--- src/rtl/ee_rr_pkg.sv ---
package ee_rr_pkg;
  typedef enum logic [3:0] {
    PH_IDLE, PH_START, PH_PRE, PH_BIT, PH_ACK, PH_RSTART, PH_READ, PH_STOP, PH_FIN
  } phase_e;

  typedef enum logic [2:0] {OP_NOP, OP_CLK, OP_DO, OP_OE, OP_SMP} opk_e;

  typedef struct packed {
    opk_e kind;
    logic val;
    logic last;
  } op_t;

  localparam logic [7:0] DEV_WR = 8'hA0;
  localparam logic [7:0] DEV_RD = 8'hA1;
  localparam int unsigned ADDR_W = 16;
  localparam int unsigned BYTE_W = 8;
endpackage

--- src/rtl/ee_rr_rst_sync.sv ---
module ee_rr_rst_sync (
  input  logic clk,
  input  logic rst_n,
  output logic rst_sync_n
);
  logic [1:0] sync_q;

  always_ff @(posedge clk or negedge rst_n) begin
    if (!rst_n) sync_q <= 2'b00;
    else        sync_q <= {sync_q[0], 1'b1};
  end

  assign rst_sync_n = sync_q[1];
endmodule

--- src/rtl/ee_rr_timer.sv ---
module ee_rr_timer #(
  parameter int unsigned STEP = 100
) (
  input  logic clk,
  input  logic rst_n,
  input  logic load,
  output logic ready
);
  localparam int unsigned CW = $clog2(STEP + 1);

  logic [CW-1:0] cnt_q, cnt_d;
  logic          cnt_en;

  assign ready  = (cnt_q == '0);
  assign cnt_en = load || !ready;

  always_comb begin
    cnt_d = cnt_q;
    if (load)        cnt_d = CW'(STEP);
    else if (!ready) cnt_d = cnt_q - CW'(1);
  end

  always_ff @(posedge clk or negedge rst_n) begin
    if (!rst_n)      cnt_q <= '0;
    else if (cnt_en) cnt_q <= cnt_d;
  end
endmodule

--- src/rtl/ee_rr_opdec.sv ---
module ee_rr_opdec
  import ee_rr_pkg::*;
(
  input  phase_e     phase,
  input  logic [2:0] sub,
  input  logic       txbit,
  output op_t        op
);
  function automatic op_t mk(opk_e k, logic v, logic l);
    op_t o;
    o.kind = k;
    o.val  = v;
    o.last = l;
    return o;
  endfunction

  always_comb begin
    op = mk(OP_NOP, 1'b0, 1'b1);
    case (phase)
      PH_START, PH_RSTART: begin
        case (sub)
          3'd0:    op = mk(OP_DO,  1'b1, 1'b0);
          3'd1:    op = mk(OP_OE,  1'b1, 1'b0);
          3'd2:    op = mk(OP_CLK, 1'b1, 1'b0);
          3'd3:    op = mk(OP_DO,  1'b0, 1'b0);
          default: op = mk(OP_CLK, 1'b0, 1'b1);
        endcase
      end
      PH_PRE: begin
        if (sub == 3'd0) op = mk(OP_DO, 1'b0, 1'b0);
        else             op = mk(OP_OE, 1'b1, 1'b1);
      end
      PH_BIT: begin
        case (sub)
          3'd0:    op = mk(OP_DO,  txbit, 1'b0);
          3'd1:    op = mk(OP_CLK, 1'b1,  1'b0);
          default: op = mk(OP_CLK, 1'b0,  1'b1);
        endcase
      end
      PH_ACK: begin
        case (sub)
          3'd0:    op = mk(OP_DO,  1'b0, 1'b0);
          3'd1:    op = mk(OP_OE,  1'b0, 1'b0);
          3'd2:    op = mk(OP_CLK, 1'b1, 1'b0);
          3'd3:    op = mk(OP_SMP, 1'b0, 1'b0);
          default: op = mk(OP_CLK, 1'b0, 1'b1);
        endcase
      end
      PH_READ: begin
        case (sub)
          3'd0:    op = mk(OP_CLK, 1'b1, 1'b0);
          3'd1:    op = mk(OP_SMP, 1'b0, 1'b0);
          default: op = mk(OP_CLK, 1'b0, 1'b1);
        endcase
      end
      PH_STOP: begin
        case (sub)
          3'd0:    op = mk(OP_DO,  1'b0, 1'b0);
          3'd1:    op = mk(OP_OE,  1'b1, 1'b0);
          3'd2:    op = mk(OP_CLK, 1'b1, 1'b0);
          3'd3:    op = mk(OP_DO,  1'b1, 1'b0);
          default: op = mk(OP_CLK, 1'b0, 1'b1);
        endcase
      end
      default: op = mk(OP_NOP, 1'b0, 1'b1);
    endcase
  end
endmodule

--- src/rtl/ee_rand_reader.sv ---
module ee_rand_reader
  import ee_rr_pkg::*;
#(
  parameter int unsigned STEP_CYCLES = 100
) (
  input  logic              clk,
  input  logic              rst_n,
  input  logic              start,
  input  logic [ADDR_W-1:0] addr,
  output logic              busy,
  output logic              done,
  output logic [BYTE_W-1:0] rd_data,
  output logic              err,
  output logic              scl_o,
  output logic              sda_o,
  output logic              sda_oe_o,
  input  logic              sda_i
);
  logic              rst_sync_n;
  logic              ready, exec, load, txbit;
  op_t               op;
  logic [BYTE_W-1:0] tx_byte;

  phase_e            phase_q, phase_d;
  logic [2:0]        sub_q, sub_d, bitn_q, bitn_d;
  logic [1:0]        byten_q, byten_d;
  logic [ADDR_W-1:0] addr_q, addr_d;
  logic [BYTE_W-1:0] sh_q, sh_d, rdata_q, rdata_d;
  logic              nak_q, nak_d, err_q, err_d, done_q, done_d;
  logic              scl_q, scl_d, sdo_q, sdo_d, soe_q, soe_d;

  ee_rr_rst_sync u_rst (.clk(clk), .rst_n(rst_n), .rst_sync_n(rst_sync_n));

  ee_rr_timer #(.STEP(STEP_CYCLES)) u_tmr (
    .clk(clk), .rst_n(rst_sync_n), .load(load), .ready(ready)
  );

  ee_rr_opdec u_dec (.phase(phase_q), .sub(sub_q), .txbit(txbit), .op(op));

  always_comb begin
    case (byten_q)
      2'd0:    tx_byte = DEV_WR;
      2'd1:    tx_byte = addr_q[15:8];
      2'd2:    tx_byte = addr_q[7:0];
      default: tx_byte = DEV_RD;
    endcase
  end

  assign txbit = tx_byte[bitn_q];
  assign exec  = (phase_q != PH_IDLE) && ready;
  assign load  = exec && (op.kind == OP_CLK || op.kind == OP_DO || op.kind == OP_OE);

  always_comb begin
    phase_d = phase_q;  sub_d = sub_q;     bitn_d = bitn_q;  byten_d = byten_q;
    addr_d  = addr_q;   sh_d  = sh_q;      rdata_d = rdata_q;
    nak_d   = nak_q;    err_d = err_q;     done_d = 1'b0;
    scl_d   = scl_q;    sdo_d = sdo_q;     soe_d = soe_q;

    if (phase_q == PH_IDLE) begin
      if (start) begin
        phase_d = PH_START;  sub_d = '0;  byten_d = '0;
        addr_d  = addr;      nak_d = 1'b0; sh_d = '0;
      end
    end else if (exec) begin
      case (op.kind)
        OP_CLK: scl_d = op.val;
        OP_DO:  sdo_d = op.val;
        OP_OE:  soe_d = op.val;
        OP_SMP: begin
          if (phase_q == PH_ACK) begin
            if (sda_i) nak_d = 1'b1;
          end else begin
            sh_d = {sh_q[BYTE_W-2:0], sda_i};
          end
        end
        default: ;
      endcase

      if (!op.last) begin
        sub_d = sub_q + 3'd1;
      end else begin
        sub_d = '0;
        case (phase_q)
          PH_START, PH_RSTART: phase_d = PH_PRE;
          PH_PRE: begin
            phase_d = PH_BIT;
            bitn_d  = 3'd7;
          end
          PH_BIT: begin
            if (bitn_q == 3'd0) phase_d = PH_ACK;
            else                bitn_d  = bitn_q - 3'd1;
          end
          PH_ACK: begin
            if (nak_q) begin
              phase_d = PH_STOP;
            end else if (byten_q == 2'd2) begin
              phase_d = PH_RSTART;
              byten_d = 2'd3;
            end else if (byten_q == 2'd3) begin
              phase_d = PH_READ;
              bitn_d  = 3'd7;
            end else begin
              phase_d = PH_PRE;
              byten_d = byten_q + 2'd1;
            end
          end
          PH_READ: begin
            if (bitn_q == 3'd0) phase_d = PH_STOP;
            else                bitn_d  = bitn_q - 3'd1;
          end
          PH_STOP: phase_d = PH_FIN;
          default: begin
            phase_d = PH_IDLE;
            done_d  = 1'b1;
            err_d   = nak_q;
            rdata_d = nak_q ? '0 : sh_q;
          end
        endcase
      end
    end
  end

  always_ff @(posedge clk or negedge rst_sync_n) begin
    if (!rst_sync_n) begin
      phase_q <= PH_IDLE;  sub_q <= '0;  bitn_q <= '0;  byten_q <= '0;
      addr_q  <= '0;       sh_q  <= '0;  rdata_q <= '0;
      nak_q   <= 1'b0;     err_q <= 1'b0; done_q <= 1'b0;
      scl_q   <= 1'b0;     sdo_q <= 1'b1; soe_q  <= 1'b0;
    end else begin
      phase_q <= phase_d;  sub_q <= sub_d;  bitn_q <= bitn_d;  byten_q <= byten_d;
      addr_q  <= addr_d;   sh_q  <= sh_d;   rdata_q <= rdata_d;
      nak_q   <= nak_d;    err_q <= err_d;  done_q <= done_d;
      scl_q   <= scl_d;    sdo_q <= sdo_d;  soe_q  <= soe_d;
    end
  end

  assign busy     = (phase_q != PH_IDLE);
  assign done     = done_q;
  assign rd_data  = rdata_q;
  assign err      = err_q;
  assign scl_o    = scl_q;
  assign sda_o    = sdo_q;
  assign sda_oe_o = soe_q;
endmodule

--- config.mk ---
export PLATFORM = sky130hd
export DESIGN_NAME = ee_rand_reader
export DESIGN_NICKNAME = d
export VERILOG_FILES = /design/src/rtl/ee_rr_pkg.sv /design/src/rtl/ee_rr_rst_sync.sv /design/src/rtl/ee_rr_timer.sv /design/src/rtl/ee_rr_opdec.sv /design/src/rtl/ee_rand_reader.sv
export SDC_FILE = /design/constraint.sdc
export NUM_CORES = 1
export LEC_CHECK = 0
export BUFFER_PORTS_ARGS = -buffer_cell sky130_fd_sc_hd__buf_2
export CAP_MARGIN = 15
export CORE_MARGIN = 2
export CORE_UTILIZATION = 30
export CTS_CLUSTER_SIZE = 8
export DETAILED_ROUTE_END_ITERATION = 6
export PLACE_DENSITY = 0.51
export SYNTH_ARGS = -nofsm -noshare
export SYNTH_HDL_FRONTEND = slang
export SYNTH_SLANG_ARGS = --single-unit
--- constraint.sdc ---
create_clock -name clk -period 1.8 [get_ports clk]
set_input_delay 0 -clock clk [delete_from_list [all_inputs] [get_ports clk]]
set_output_delay 0 -clock clk [all_outputs]
set_load 0.02 [all_outputs]
== Yosys cells after proc, flatten, opt, wreduce, memory -nomap -nowiden ==
Index checks and enable logic that the tools add are counted.
W data, S select, Z words.

* Add/sub/neg operators: 4
* Eq/ne operators: 28
* Bitwise logic cells: 2
* Multiplexer cells: 55
* Order comparisons: 1
* Reduce and logical (&&, ||, !) cells: 33

{| class="wikitable"
|+ Operators with widths
! operator !! count
|-
| $mux W8 || 6
|-
| $mux W3 || 12
|-
| $pmux W4 S4 || 2
|-
| $pmux W5 S6 || 1
|-
| $mux W4 || 6
|-
| $pmux W4 S6 || 1
|-
| $pmux W8 S3 || 1
|-
| $pmux W5 S4 || 1
|-
| $eq A4 B3 Y1 const B || 4
|-
| $mux W2 || 8
|-
| $mux W7 || 2
|-
| $eq A3 B2 Y1 const B || 4
|-
| $mux W1 || 11
|-
| $ne A2 B2 Y1 const B || 5
|-
| $pmux W5 S2 || 1
|-
| $reduce_and A5 Y1 || 2
|-
| $reduce_bool A2 Y1 || 5
|-
| $ne A3 B3 Y1 const B || 3
|-
| $pmux W3 S3 || 1
|-
| $reduce_and A3 Y1 || 3
|-
| $eq A4 B2 Y1 const B || 2
|-
| $pmux W4 S2 || 1
|-
| $reduce_and A4 Y1 || 2
|-
| $reduce_and A8 Y1 || 1
|-
| other kinds (26) || 38
|}

* Input bits: 20
* Register bits: 59
* Output and inout port bits: 14

== Depth between registers and ports, before layout ==
Gate-level depths: netlist of the first run.

* Depth in word-level cells: 12
* Mapped depth: 9
* Mapped depth without buffers: 7

== Hierarchy ==
From an unflattened synthesis of the first run, not the netlist that was laid out.

* Cells, all modules: 329
* Area, all modules: 3240.6 um^2

{| class="wikitable"
|+ Modules (own cells, without submodules)
! module !! area an instance (um^2) !! cells an instance !! times used
|-
| ee_rand_reader || 2503.7 || 239 || 1
|-
| ee_rr_timer || 407.9 || 42 || 1
|-
| ee_rr_opdec || 275.3 || 45 || 1
|-
| ee_rr_rst_sync || 53.8 || 3 || 1
|}

== Worst setup path after synthesis of the first run ==
OpenSTA, ideal clock, no wires.

* Path type: reg2reg
* Start: register sub_q[1]
* End: register scl_q, in the netlist scl_o
* Setup time: 125 ps
* Buffers on the path: 1
* Required time: 1675 ps
* Cell stages (with the launch flop): 9
* Setup slack: -557 ps
* Arrival time: 2232 ps
* Cells stage by stage: dfrtp_1 -> clkbuf_1 -> inv_1 -> ha_1 -> or3b_1 -> a221o_1 -> o21bai_2 -> nor3b_2 -> mux2_2

* Cells in the longest elaborated chain, start to end: 5

{| class="wikitable"
|+ Ends and longest elaborated chain
! element !! RTL line !! RTL
|-
| from (decl) || ee_rand_reader.sv:25 || <nowiki>logic [2:0] sub_q, sub_d, bitn_q, bitn_d;</nowiki>
|-
| from (signal assigned) || ee_rand_reader.sv:130 || <nowiki>phase_q <= phase_d; sub_q <= sub_d; bitn_q <= bitn_d; byten_q <= byten_d;</nowiki>
|-
| $eq A3 B2 Y1 (tied with other cells) || ee_rr_opdec.sv:21, ee_rr_opdec.sv:41, ee_rr_opdec.sv:57 ||
|-
| $pmux W4 S4 (tied with other cells) || ee_rr_opdec.sv:57 || <nowiki>case (sub)</nowiki>
|-
| $pmux W5 S6 * || ee_rr_opdec.sv:19 || <nowiki>case (phase)</nowiki>
|-
| $eq A3 B1 Y1 || ee_rand_reader.sv:65 || <nowiki>case (op.kind)</nowiki>
|-
| $reduce_and A3 Y1 (no source line) || n/a ||
|-
| to (signal assigned) || ee_rand_reader.sv:128 || <nowiki>scl_q <= 1'b0; sdo_q <= 1'b1; soe_q <= 1'b0;</nowiki>
|-
| to (signal assigned) || ee_rand_reader.sv:133 || <nowiki>scl_q <= scl_d; sdo_q <= sdo_d; soe_q <= soe_d;</nowiki>
|-
| to (decl) || ee_rand_reader.sv:30 || <nowiki>logic scl_q, scl_d, sdo_q, sdo_d, soe_q, soe_d;</nowiki>
|}

Mark *: on every way between the ends. The rest lies on a longest branch, timed or not.
A chain may end at the register's enable or synchronous reset.

== Worst setup path in the final report of the first run ==
Ends and elaborated chain as after synthesis.

==> results of run 1 <==
synth_stat cells, types with 2 or more instances:
cell | number | area, µm²
sky130_fd_sc_hd__nand2_1 | 98 | 368
sky130_fd_sc_hd__dfrtp_1 | 58 | 1450
sky130_fd_sc_hd__o21ai_0 | 18 | 90.1
sky130_fd_sc_hd__inv_1 | 15 | 56.3
sky130_fd_sc_hd__clkbuf_1 | 12 | 45.0
sky130_fd_sc_hd__ha_1 | 12 | 150
sky130_fd_sc_hd__nor3_1 | 12 | 60.1
sky130_fd_sc_hd__a21oi_1 | 11 | 55.1
sky130_fd_sc_hd__nand4_1 | 10 | 62.6
sky130_fd_sc_hd__nor2_1 | 9 | 33.8
sky130_fd_sc_hd__o211ai_1 | 9 | 67.6
sky130_fd_sc_hd__buf_2 | 7 | 35.0
sky130_fd_sc_hd__nand2b_1 | 6 | 37.5
sky130_fd_sc_hd__a211oi_1 | 5 | 37.5
sky130_fd_sc_hd__a22oi_1 | 5 | 37.5
sky130_fd_sc_hd__a31oi_1 | 4 | 25.0
sky130_fd_sc_hd__mux2_2 | 4 | 45.0
sky130_fd_sc_hd__nand3_1 | 4 | 20.0
sky130_fd_sc_hd__or2_2 | 4 | 25.0
sky130_fd_sc_hd__xnor2_1 | 4 | 35.0
sky130_fd_sc_hd__a21o_1 | 3 | 22.5
sky130_fd_sc_hd__a221oi_1 | 3 | 26.3
sky130_fd_sc_hd__and3_1 | 3 | 18.8
sky130_fd_sc_hd__nand3b_1 | 3 | 22.5
sky130_fd_sc_hd__nor2b_1 | 3 | 18.8
sky130_fd_sc_hd__nor3b_1 | 3 | 22.5
sky130_fd_sc_hd__o22ai_1 | 3 | 18.8
sky130_fd_sc_hd__or3_1 | 3 | 18.8
sky130_fd_sc_hd__a221o_1 | 2 | 20.0
sky130_fd_sc_hd__a41oi_1 | 2 | 17.5
sky130_fd_sc_hd__and2_1 | 2 | 12.5
sky130_fd_sc_hd__mux2i_1 | 2 | 20.0
sky130_fd_sc_hd__nor4_4 | 2 | 42.5
sky130_fd_sc_hd__o31ai_1 | 2 | 15.0
sky130_fd_sc_hd__o41ai_1 | 2 | 17.5
sky130_fd_sc_hd__or2b_1 | 2 | 15.0
sky130_fd_sc_hd__or3b_1 | 2 | 17.5
worst reg2reg max path, delay by kind of cell (launching register included):
kind / cells / cell delay, ns
and+or+nand+nor: 2 / 0.57
AOI/OAI and AO/OA: 2 / 0.50
DFF: 1 / 0.43
muxes: 1 / 0.32
adders and majority gates: 1 / 0.15
buffers and inverters: 1 / 0.05
how the worst min path moves through the flow:
stage	endpoint	depth (start not counted)	slack, ns
floorplan	u_rst.sync_q[0]	0	-0.30
global placement	u_rst.sync_q[0]	1	-0.22
detailed placement	u_rst.sync_q[0]	1	-0.21
CTS	sh_q[5]	5	0.18
global route	addr_q[6]	5	0.23
finish	sh_q[5]	5	0.20
logic make-up (layout without fill, tap and decap cells):
logic type / count (synthesis) / after routing / synth area share [%]
compound gates: 80 / 80 / 16.5
simple gates: 173 / 173 / 26.0
flops: 59 / 59 / 44.3
mux: 7 / 7 / 2.40
other cells: 1 / 1 / 0.112
xor+xnor: 5 / 5 / 1.31
fa+ha+maj: 12 / 12 / 4.50
buf+inv: 37 / 182 / 4.77
area by class of cell:
cell class | instances | share of cell area, %
Inverter | 16 | 1.24
Sequential cell | 59 | 28.3
Clock buffer | 10 | 2.43
Tap cell | 140 | 3.34
Clock inverter | 5 | 1.05
Timing Repair Buffer | 151 | 22.2
Multi-Input combinational cell | 278 | 41.4
flip-flops by register name, indices dropped and copies added, names as in the netlist:
| signal | cells |
|---|---|
| sda_o | 1 |
| sda_oe_o | 1 |
| bitn_q | 3 |
| addr_q | 16 |
| sub_q | 3 |
| phase_q | 4 |
| nak_q | 1 |
| done | 1 |
| err | 1 |
| u_rst.sync_q | 2 |
| sh_q | 8 |
| scl_o | 1 |
| byten_q | 2 |
| u_tmr.cnt_q | 7 |
| rd_data | 8 |
cells in the final DEF (no fill, tap or decap), drive strengths merged, types with 5 or more instances in the layout:
cell type    count
buf            132
nand2           98
dfrtp           58
dlygate4sd3     19
o21ai           18
inv             15
nor3            12
a21oi           12
ha              12
nand4           10
clkbuf          10
nor2            10
o211ai           9
nand2b           6
a211oi           6
a22oi            5
mux2             5
power breakdown:
| part | total, µW | internal, µW | leakage [µW] | switching (µW) |
|---|---|---|---|---|
| logic | 5700 | 2910 | 0.00164 | 2790 |
| registers | 2110 | 1780 | 0.000713 | 325 |
| clock network | 1170 | 627 | 0.0000881 | 539 |
| total | 8980 | 5330 | 0.00244 | 3650 |
timing repair:
action / 4_1_cts / 5_1_grt
resized for setup: 76 / 34
setup buffers: 11 / 14
gates cloned: 1 / 0
pin swaps: 23 / 25
endpoints found under the hold margin: 19 / 0
endpoints found under the setup margin: 39 / 40
hold buffers: 19 / 0
per-layer routing:
| layer | vias to the layer above | track usage (%) | share of wire [%] |
|---|---|---|---|
| met2 | 62 | 28.1 | 50 |
| li1 | 1601 | - | - |
| met4 | 0 | 4.25 | 1.2 |
| met5 | - | 0 | 0 |
| met1 | 1539 | 20.9 | 45 |
| met3 | 12 | 4.92 | 3.8 |
through the flow:
stage	util, %	setup slack (ns)	power, µW
final	48.3	-0.342	8980
after global routing	48.3	-0.389	9700
after CTS	46.2	-0.305	8520
after detailed placement	39.2	-0.473	6380
after global placement	39.2	-0.479	6300
after floorplan	-	-0.343	4640
==> key figures, run 1 <==
Placed design
  – Cell count after placement: 605
  – DPL Wire Length: 6.25 mm
  – Global placer's final weighted congestion: 0.852
  – Count of buffers from port buffering: 33
  – Placed Area: 4250 µm²

Detailed routing
  – DR iter-0 viols: 139
  – First-pass detailed-route iteration total: 4
  – Routed via count: 3214
  – Vias/cell: 4.88
  – Aggregate routed wire length: 9.26 mm
  – Number of nets still failing antenna checks after routing: 0
  – Residual DRC: 0
  – Wire length per cell after detailed routing: 14.0 µm

Critical path
  – Endpoint required time on the critical path: 2.02 ns
  – Maximum fanout count along the critical path: 4
  – Source of the critical timing path: sub_q[1]
  – Critical path endpoint category: flip-flop
  – Standard cell with the maximum stage delay on the critical path: sky130_fd_sc_hd__dfrtp_2
  – Reg-to-Reg End: scl_o
  – Sum of buffers and inverters on the critical path: 1
  – Type of the worst setup path: flip-flop to flip-flop
  – Worst-path cell chain: inv_4 -> ha_4 -> or3b_1 -> a221o_1 -> o21bai_2 -> nor3b_2 -> mux2_4
  – Biggest cell delay along the critical path: 0.43 ns
  – Reg2reg setup slack: -0.34 ns
  – Critical Path Source Type: flip-flop
  – Category of cells accounting for the largest share of critical-path delay: simple AND/OR/NAND/NOR gates
  – Endpoint arrival time on the critical path: 2.36 ns
  – Register-to-Register Path Depth: 7
  – Capturing element of the worst setup path: scl_o
  – CP Depth: 7
  – Reg-to-Reg Start: sub_q[1]

Global route
  – Wire length of the first global-routing pass: 15.6 mm
  – Largest net degree at the start of global routing: 58
  – Total routing usage reported by global routing: 16.7%
  – Number of antenna violations at the first check in global routing: 0
  – Via count of the first global-routing pass: 3273
  – Global route total overflow: 0

Die
  – Die area: 12000 µm²
  – Core Area: 10800 µm²
  – FP Rows: 38
  – Chip height: 109 µm
  – Die width: 109 µm
  – Starting Density: 30.8%
  – Number of ports placed on the die boundary: 34

Synth
  – Cell count after synthesis: 374
  – Count of cell types in the netlist: 62
  – Ys async rst share: 100%
  – Cell area after technology mapping: 3330 µm²
  – Synthesized flop and latch total: 59
  – Mean Syn Cell Area: 8.92 µm²
  – Sequential fraction of the synthesis area: 44.3%
  – Number of enable-type register cells in the synthesized netlist: 0
  – Most instantiated flip-flop cell in the synthesis netlist: sky130_fd_sc_hd__dfrtp_1
  – Net count of the mapped netlist: 406
  – Total of warnings raised by yosys: 0

Timing
  – Maximum clock rate: 467 MHz
  – RSZ-0062 raised after global routing: yes
  – Minimum clock period after layout: 2.14 ns
  – Setup-violating endpoint count in the final report: 27
  – Total count of hold-check failures in the final report: 0
  – Worst Hold Margin: 0.204 ns
  – Final critical-path share of the clock period: 119%
  – Setup TNS Final: -3.96 ns
  – Total count of max-transition violations in the final report: 0
  – Fin worst setup slack: -0.342 ns
  – Worst Clk Skew: 0.0173 ns

Worst hold path
  – Path type of the worst min-delay path: input pin to flip-flop
  – Launch instance of the worst min-delay path: start

Power and ir drop
  – Power per Cell Area: 1710 nW/µm²
  – Worst IR drop on VDD: 0.000845 V
  – Static leakage: 0.00244 µW

Cells and area
  – Area used by multi-input combinational logic: 2170 µm²
  – Final instance area: 5240 µm²
  – # diodes: 0
  – Fraction of layout instances using a drive strength above 1: 44.7%
  – NumNets Final: 547
  – Footprint of the flip-flops and latches: 1480 µm²
  – Layout overhead on the synthesized area: 57.2%
  – Post-layout instance count excluding filler cells: 659
  – Count of fill cells added during filler insertion: 1040

Status
  – Failing checks: setup timing
  – Outcome: finished with violations

Clock tree
  – Clock-pin slew on the worst setup and hold paths: 0.08 ns
  – Clock latency reported for the late side of the worst-skew pair: 0.34 ns
  – Clock tree from TritonCTS: yes
  – Sinks on Clock Net: 59
  – Worst-case clock buffer depth: 2
  – Clock Root Buffer: sky130_fd_sc_hd__clkbuf_8
  – H-tree levels: 3
  – Clock buffers created by TritonCTS: 9

Flow run
  – Reported max-cap violation count: 0
Power figures use the tool's default switching activity.
==> run 2: changes to the inputs <==
--- a/config.mk
+++ b/config.mk
@@ -11,7 +11,7 @@
 export CORE_UTILIZATION = 30
 export CTS_CLUSTER_SIZE = 8
 export DETAILED_ROUTE_END_ITERATION = 6
-export PLACE_DENSITY = 0.51
+export PLACE_DENSITY = 0.49
 export SYNTH_ARGS = -nofsm -noshare
 export SYNTH_HDL_FRONTEND = slang
 export SYNTH_SLANG_ARGS = --single-unit
==> constraint.sdc (replaced) <==
create_clock -name clk -period 2.75 [get_ports clk]
set_input_delay 0 -clock clk [delete_from_list [all_inputs] [get_ports clk]]
set_output_delay 0 -clock clk [all_outputs]
set_load 0.02 [all_outputs]
==> run 2 against run 1 <==
The flow now finishes without violations; via count down 11%; highest routed layer unchanged; clock power down 28%; hold slack worse by 0.0032 ns; critical endpoint unchanged; wire length down 14%; largest power group unchanged; first-iteration DRC count down 2.9%.
==> key figures, run 2 (same netlist as run 1, synthesis figures left out) <==
Status
  – Outcome: complete, no violations

Timing
  – Tightest Pin Transition: 0.638 ns
  – Maximum clock rate: 413 MHz
  – RSZ-0062 raised after global routing: no
  – Setup TNS Final: 0 ns
  – Total count of max-transition violations in the final report: 0
  – Setup-violating endpoint count in the final report: 0
  – Final critical-path share of the clock period: 88.1%
  – Max_slew headroom: 57.4%
  – Total count of hold-check failures in the final report: 0
  – Worst Clk Skew: 0.0107 ns
  – Fin worst setup slack: 0.328 ns
  – Minimum clock period after layout: 2.42 ns

Clock tree
  – Clock buffers created by TritonCTS: 9
  – H-tree levels: 3
  – Clock latency reported for the late side of the worst-skew pair: 0.33 ns
  – Clock-pin slew on the worst setup and hold paths: 0.07 ns
  – Clock Root Buffer: sky130_fd_sc_hd__clkbuf_8
  – Sinks on Clock Net: 59
  – Worst-case clock buffer depth: 2
  – Gates resized, CTS repair: 0
  – Clock tree from TritonCTS: yes

Cells and area
  – Register bank with the most flops: addr_q
  – Flip-flop count of the largest register, all copies and words added: 16
  – Fraction of layout instances using a drive strength above 1: 19.5%
  – # diodes: 0
  – Layout overhead on the synthesized area: 22.7%
  – Final core occ: 37.8%
  – Count of fill cells added during filler insertion: 1132
  – Leading cell type in the layout, fill and taps excluded: sky130_fd_sc_hd__nand2_1
  – NumNets Final: 463
  – Commonest cells after routing, fill and taps aside: 98 x sky130_fd_sc_hd__nand2_1, 57 x sky130_fd_sc_hd__dfrtp_1, 33 x sky130_fd_sc_hd__buf_2

Detailed routing
  – Residual DRC: 0
  – DR iter-0 viols: 135
  – First-pass detailed-route iteration total: 4
  – Wire length per cell after detailed routing: 13.8 µm
  – Routed via count: 2856
  – Aggregate routed wire length: 7.94 mm
  – Vias/cell: 4.96
  – Number of nets still failing antenna checks after routing: 0

Placed design
  – DPL Wire Length: 5.71 mm
  – Pre-CTS setup slack: 0.343 ns
  – Count of buffers from port buffering: 33
  – Global placer's final weighted congestion: 0.864

Worst hold path
  – Path type of the worst min-delay path: flip-flop to asynchronous set/reset pin

Power and ir drop
  – Worst IR drop on VDD: 0.000419 V
  – Final Total Pwr: 4290 µW
  – Share of total power in sequential cells: 34.9%
  – Internal power contribution: 2480 µW
  – Sw frac: 42.1%
  – Static leakage: 0.00193 µW
  – Power per Cell Area: 1050 nW/µm²
  – Comb pwr share: 45.5%
  – Clk pwr share: 19.6%
  – Sw Pwr: 1810 µW

Global route
  – Number of antenna violations at the first check in global routing: 0
  – Total routing usage reported by global routing: 14.5%
  – Wire length of the first global-routing pass: 13.5 mm
  – Global route total overflow: 0
  – Via count of the first global-routing pass: 2781
  – Largest net degree at the start of global routing: 24

Die
  – Die width: 109 µm
  – Number of ports placed on the die boundary: 34
  – Die area: 12000 µm²
  – Chip height: 109 µm
  – FP Rows: 38
  – Core Area: 10800 µm²
  – Starting Density: 30.8%

Critical path
  – Critical Path Source Type: flip-flop
  – Maximum fanout count along the critical path: 11
  – Critical path endpoint category: flip-flop
  – Register-to-Register Path Depth: 7
  – Endpoint arrival time on the critical path: 2.64 ns
  – Endpoint required time on the critical path: 2.97 ns
  – Type of the worst setup path: flip-flop to flip-flop

Flow run
  – Reported max-cap violation count: 0
## run 2: cell types whose count changed in the layout (fill, tap and decap cells not counted), moves of 6 or more
cell                     previous run  this run
sky130_fd_sc_hd__nor3_1             6        12
sky130_fd_sc_hd__buf_4             86        15
sky130_fd_sc_hd__buf_6             12         0
sky130_fd_sc_hd__ha_1               6        12
## run 2: worst paths after layout
kind	from	end	slack, ns
max in group asynchronous	u_rst.sync_q[1]	sda_o	1.85
worst max-delay path	sub_q[1]	scl_o	0.33
min in group clk	start	addr_q[5]	0.23
worst max register to register	sub_q[1]	scl_o	0.33
worst min-delay path	u_rst.sync_q[1]	u_tmr.cnt_q[3]	0.20
worst min register to register	u_rst.sync_q[1]	u_tmr.cnt_q[3]	0.20
## run 2: per-stage QoR
| step | area, µm² | hold WS, ns | std cells |
|---|---|---|---|
| final | 4090 | 0.200 | 576 |
| after global routing | 4090 | 0.239 | 576 |
| after CTS | 4090 | 0.224 | 576 |
| after detailed placement | 3690 | -0.212 | 541 |
| after global placement | 3690 | -0.214 | 541 |
| after floorplan | 3330 | -0.296 | 374 |
## run 2: power groups by stage
stage          combinational [µW]  sequential (µW)  clock, µW
6_report                     1950             1500        842
5_1_grt                      2220             1550        911
3_3_place_gp                 1920             1510          0
3_5_place_dp                 1940             1520          0
2_1_floorplan                1550             1390          0
4_1_cts                      1970             1500        868
## run 2: area by class of cell
| class | count | area (µm²) | area share [%] |
|---|---|---|---|
| clock inverters | 5 | 61.3 | 1.50 |
| multi-input cells | 278 | 1700 | 41.5 |
| clock buffers | 11 | 151 | 3.70 |
| well taps | 140 | 175 | 4.28 |
| inverters | 16 | 60.1 | 1.47 |
| flip-flops and latches | 59 | 1480 | 36.1 |
| repair buffers | 67 | 468 | 11.4 |
## run 2: routing by layer
layer	routed length, µm	track usage [%]
met1	3740	18.9
met2	3830	24.0
met3	301	3.20
met4	68	4.61
met5	0	0
## run 2: worst max-delay path, cell delays in order, from the launching register on
cell and delay (ns):
sky130_fd_sc_hd__dfrtp_1 0.52, sky130_fd_sc_hd__inv_1 0.11, sky130_fd_sc_hd__ha_1 0.24, sky130_fd_sc_hd__or3b_1 0.37
sky130_fd_sc_hd__a221o_1 0.34, sky130_fd_sc_hd__o21bai_2 0.18, sky130_fd_sc_hd__nor3b_2 0.20, sky130_fd_sc_hd__mux2_2 0.35
## run 2: repair_timing
item                                   in CTS  in global routing
buffers inserted                            0                  0
hold buffers                               19                  0
endpoints found under the hold margin      19                  0
==> run 3: changes to the inputs <==
--- a/config.mk
+++ b/config.mk
@@ -5,13 +5,13 @@
 export SDC_FILE = /design/constraint.sdc
 export NUM_CORES = 1
 export LEC_CHECK = 0
-export BUFFER_PORTS_ARGS = -buffer_cell sky130_fd_sc_hd__buf_2
 export CAP_MARGIN = 15
 export CORE_MARGIN = 2
 export CORE_UTILIZATION = 30
 export CTS_CLUSTER_SIZE = 8
 export DETAILED_ROUTE_END_ITERATION = 6
-export PLACE_DENSITY = 0.49
+export DONT_BUFFER_PORTS = 1
+export PLACE_DENSITY = 0.47
 export SYNTH_ARGS = -nofsm -noshare
 export SYNTH_HDL_FRONTEND = slang
 export SYNTH_SLANG_ARGS = --single-unit
==> run 3 against run 2 <==
First-iteration DRC count fell by 12%; wire length rose by 1.4%; non-clock buffer count fell by 35; register-to-register slack got worse by 0.08 ns; count of clock-buffer cells in the layout fell by 1; setup slack got worse by 0.079 ns; critical path depth did not move; sequential power rose by 3%; combinational power fell by 3%; hold slack got worse by 0.17 ns; critical endpoint is now sda_oe_o; highest routed layer unchanged.
==> key figures, run 3 (same netlist as run 1, synthesis figures left out) <==
Clock tree
  – Sinks on Clock Net: 59
  – H-tree levels: 3
  – Clock tree from TritonCTS: yes
  – Worst-case clock buffer depth: 2
  – Clock Root Buffer: sky130_fd_sc_hd__clkbuf_8
  – Clock-pin slew on the worst setup and hold paths: 0.07 ns
  – Clock buffers created by TritonCTS: 9
  – Clock latency reported for the late side of the worst-skew pair: 0.34 ns

Timing
  – Maximum clock rate: 400 MHz
  – Total count of hold-check failures in the final report: 0
  – Setup-violating endpoint count in the final report: 0
  – Max_slew headroom: 56.7%
  – Setup TNS Final: 0 ns
  – Worst Clk Skew: 0.00955 ns
  – Final critical-path share of the clock period: 90.9%
  – Fin worst setup slack: 0.249 ns
  – Worst Hold Margin: 0.0350 ns
  – Total count of max-transition violations in the final report: 0
  – Minimum clock period after layout: 2.50 ns
  – Tightest Pin Transition: 0.650 ns
  – RSZ-0062 raised after global routing: no

Cells and area
  – NumNets Final: 428
  – Leading cell type in the layout, fill and taps excluded: sky130_fd_sc_hd__nand2_1
  – Flip-flop count of the largest register, all copies and words added: 16
  – Footprint of the flip-flops and latches: 1480 µm²
  – Fraction of layout instances using a drive strength above 1: 12.5%
  – Commonest cells after routing, fill and taps aside: 98 x sky130_fd_sc_hd__nand2_1, 57 x sky130_fd_sc_hd__dfrtp_1, 19 x sky130_fd_sc_hd__dlygate4sd3_1
  – Register bank with the most flops: addr_q
  – # diodes: 0
  – Area used by multi-input combinational logic: 1700 µm²
  – Count of fill cells added during filler insertion: 1091
  – Layout overhead on the synthesized area: 18.1%

Global route
  – Global route total overflow: 0
  – Total routing usage reported by global routing: 14.5%
  – Number of antenna violations at the first check in global routing: 0
  – Wire length of the first global-routing pass: 13.5 mm
  – Largest net degree at the start of global routing: 32
  – Via count of the first global-routing pass: 2632

Die
  – Starting Density: 30.8%
  – Number of ports placed on the die boundary: 34
  – Die width: 109 µm
  – Die area: 12000 µm²
  – FP Rows: 38
  – Core Area: 10800 µm²
  – Chip height: 109 µm

Critical path
  – Maximum fanout count along the critical path: 11
  – Endpoint arrival time on the critical path: 2.72 ns
  – Category of cells accounting for the largest share of critical-path delay: multiplexers
  – Sum of buffers and inverters on the critical path: 0
  – Standard cell with the maximum stage delay on the critical path: sky130_fd_sc_hd__dfrtp_1
  – Worst-path cell chain: ha_1 -> ha_1 -> mux2_2 -> a41oi_1 -> nand2_1 -> nor3_1 -> mux2_2
  – Endpoint required time on the critical path: 2.97 ns
  – Type of the worst setup path: flip-flop to flip-flop
  – Critical path endpoint category: flip-flop
  – Critical Path Source Type: flip-flop
  – Biggest cell delay along the critical path: 0.50 ns

Detailed routing
  – Aggregate routed wire length: 8.05 mm
  – DR iter-0 viols: 119
  – First-pass detailed-route iteration total: 4
  – Number of nets still failing antenna checks after routing: 0
  – Vias/cell: 4.97
  – Wire length per cell after detailed routing: 14.9 µm
  – Residual DRC: 0
  – Routed via count: 2690

Placed design
  – Count of buffers from port buffering: 0
  – Pre-CTS setup slack: 0.280 ns
  – Global placer's final weighted congestion: 0.881
  – DPL Wire Length: 5.49 mm

Power and ir drop
  – Final Total Pwr: 4340 µW
  – Static leakage: 0.00179 µW
  – Worst IR drop on VDD: 0.000395 V
  – Power per Cell Area: 1100 nW/µm²

Flow run
  – Reported max-cap violation count: 0

Worst hold path
  – Path type of the worst min-delay path: input pin to flip-flop

Status
  – Outcome: complete, no violations
run 3: timing repair:
action / in CTS / in global routing
buffers inserted: 0 / 0
hold buffers: 19 / 0
endpoints found under the hold margin: 19 / 0
resized for setup: 0 / 0
run 3: per-layer routing:
metal	share of wire, %	global-route usage, %	up-vias
li1	-	-	1356
met1	51	20.4	1283
met2	45	21.9	44
met3	3.3	3.97	7
met4	0.87	4.07	0
met5	0	0	-
run 3: per-stage QoR:
stage               area [µm²]  util, %  cells
floorplan                 3330        -    374
detailed placement        3520     32.5    506
global placement          3520     32.5    506
finish                    3940     36.3    541
CTS                       3940     36.3    541
global route              3940     36.3    541
run 3: area by class of cell:
class,instances,share of cell area [%]
Timing Repair Buffer,32,7.62
Multi-Input combinational cell,278,43.1
Sequential cell,59,37.5
Clock buffer,10,3.49
Clock inverter,6,2.26
Inverter,16,1.52
Tap cell,140,4.45
run 3: tightest hold or removal path, cell delays in order:
cell,delay [ns]
sky130_fd_sc_hd__and3_1,0.12
sky130_fd_sc_hd__a31oi_1,0.10
sky130_fd_sc_hd__nor2_1,0.10
run 3: worst paths after layout:
path	startpoint	end	slack (ns)	cells past startpoint
max in group asynchronous	u_rst.sync_q[1]	phase_q[2]	1.85	1
min in group asynchronous	u_rst.sync_q[1]	sh_q[2]	0.30	0
worst max-delay path	sub_q[1]	sda_oe_o	0.25	7
worst max register to register	sub_q[1]	sda_oe_o	0.25	7
worst min-delay path	sda_i	nak_q	0.03	3
worst min register to register	u_rst.sync_q[1]	sh_q[2]	0.30	0
run 3: power by group:
group | internal [µW] | switching, µW | total, µW
sequential | 1160 | 380 | 1540
combinational | 820 | 1070 | 1890
clock | 535 | 375 | 909
total | 2520 | 1830 | 4340
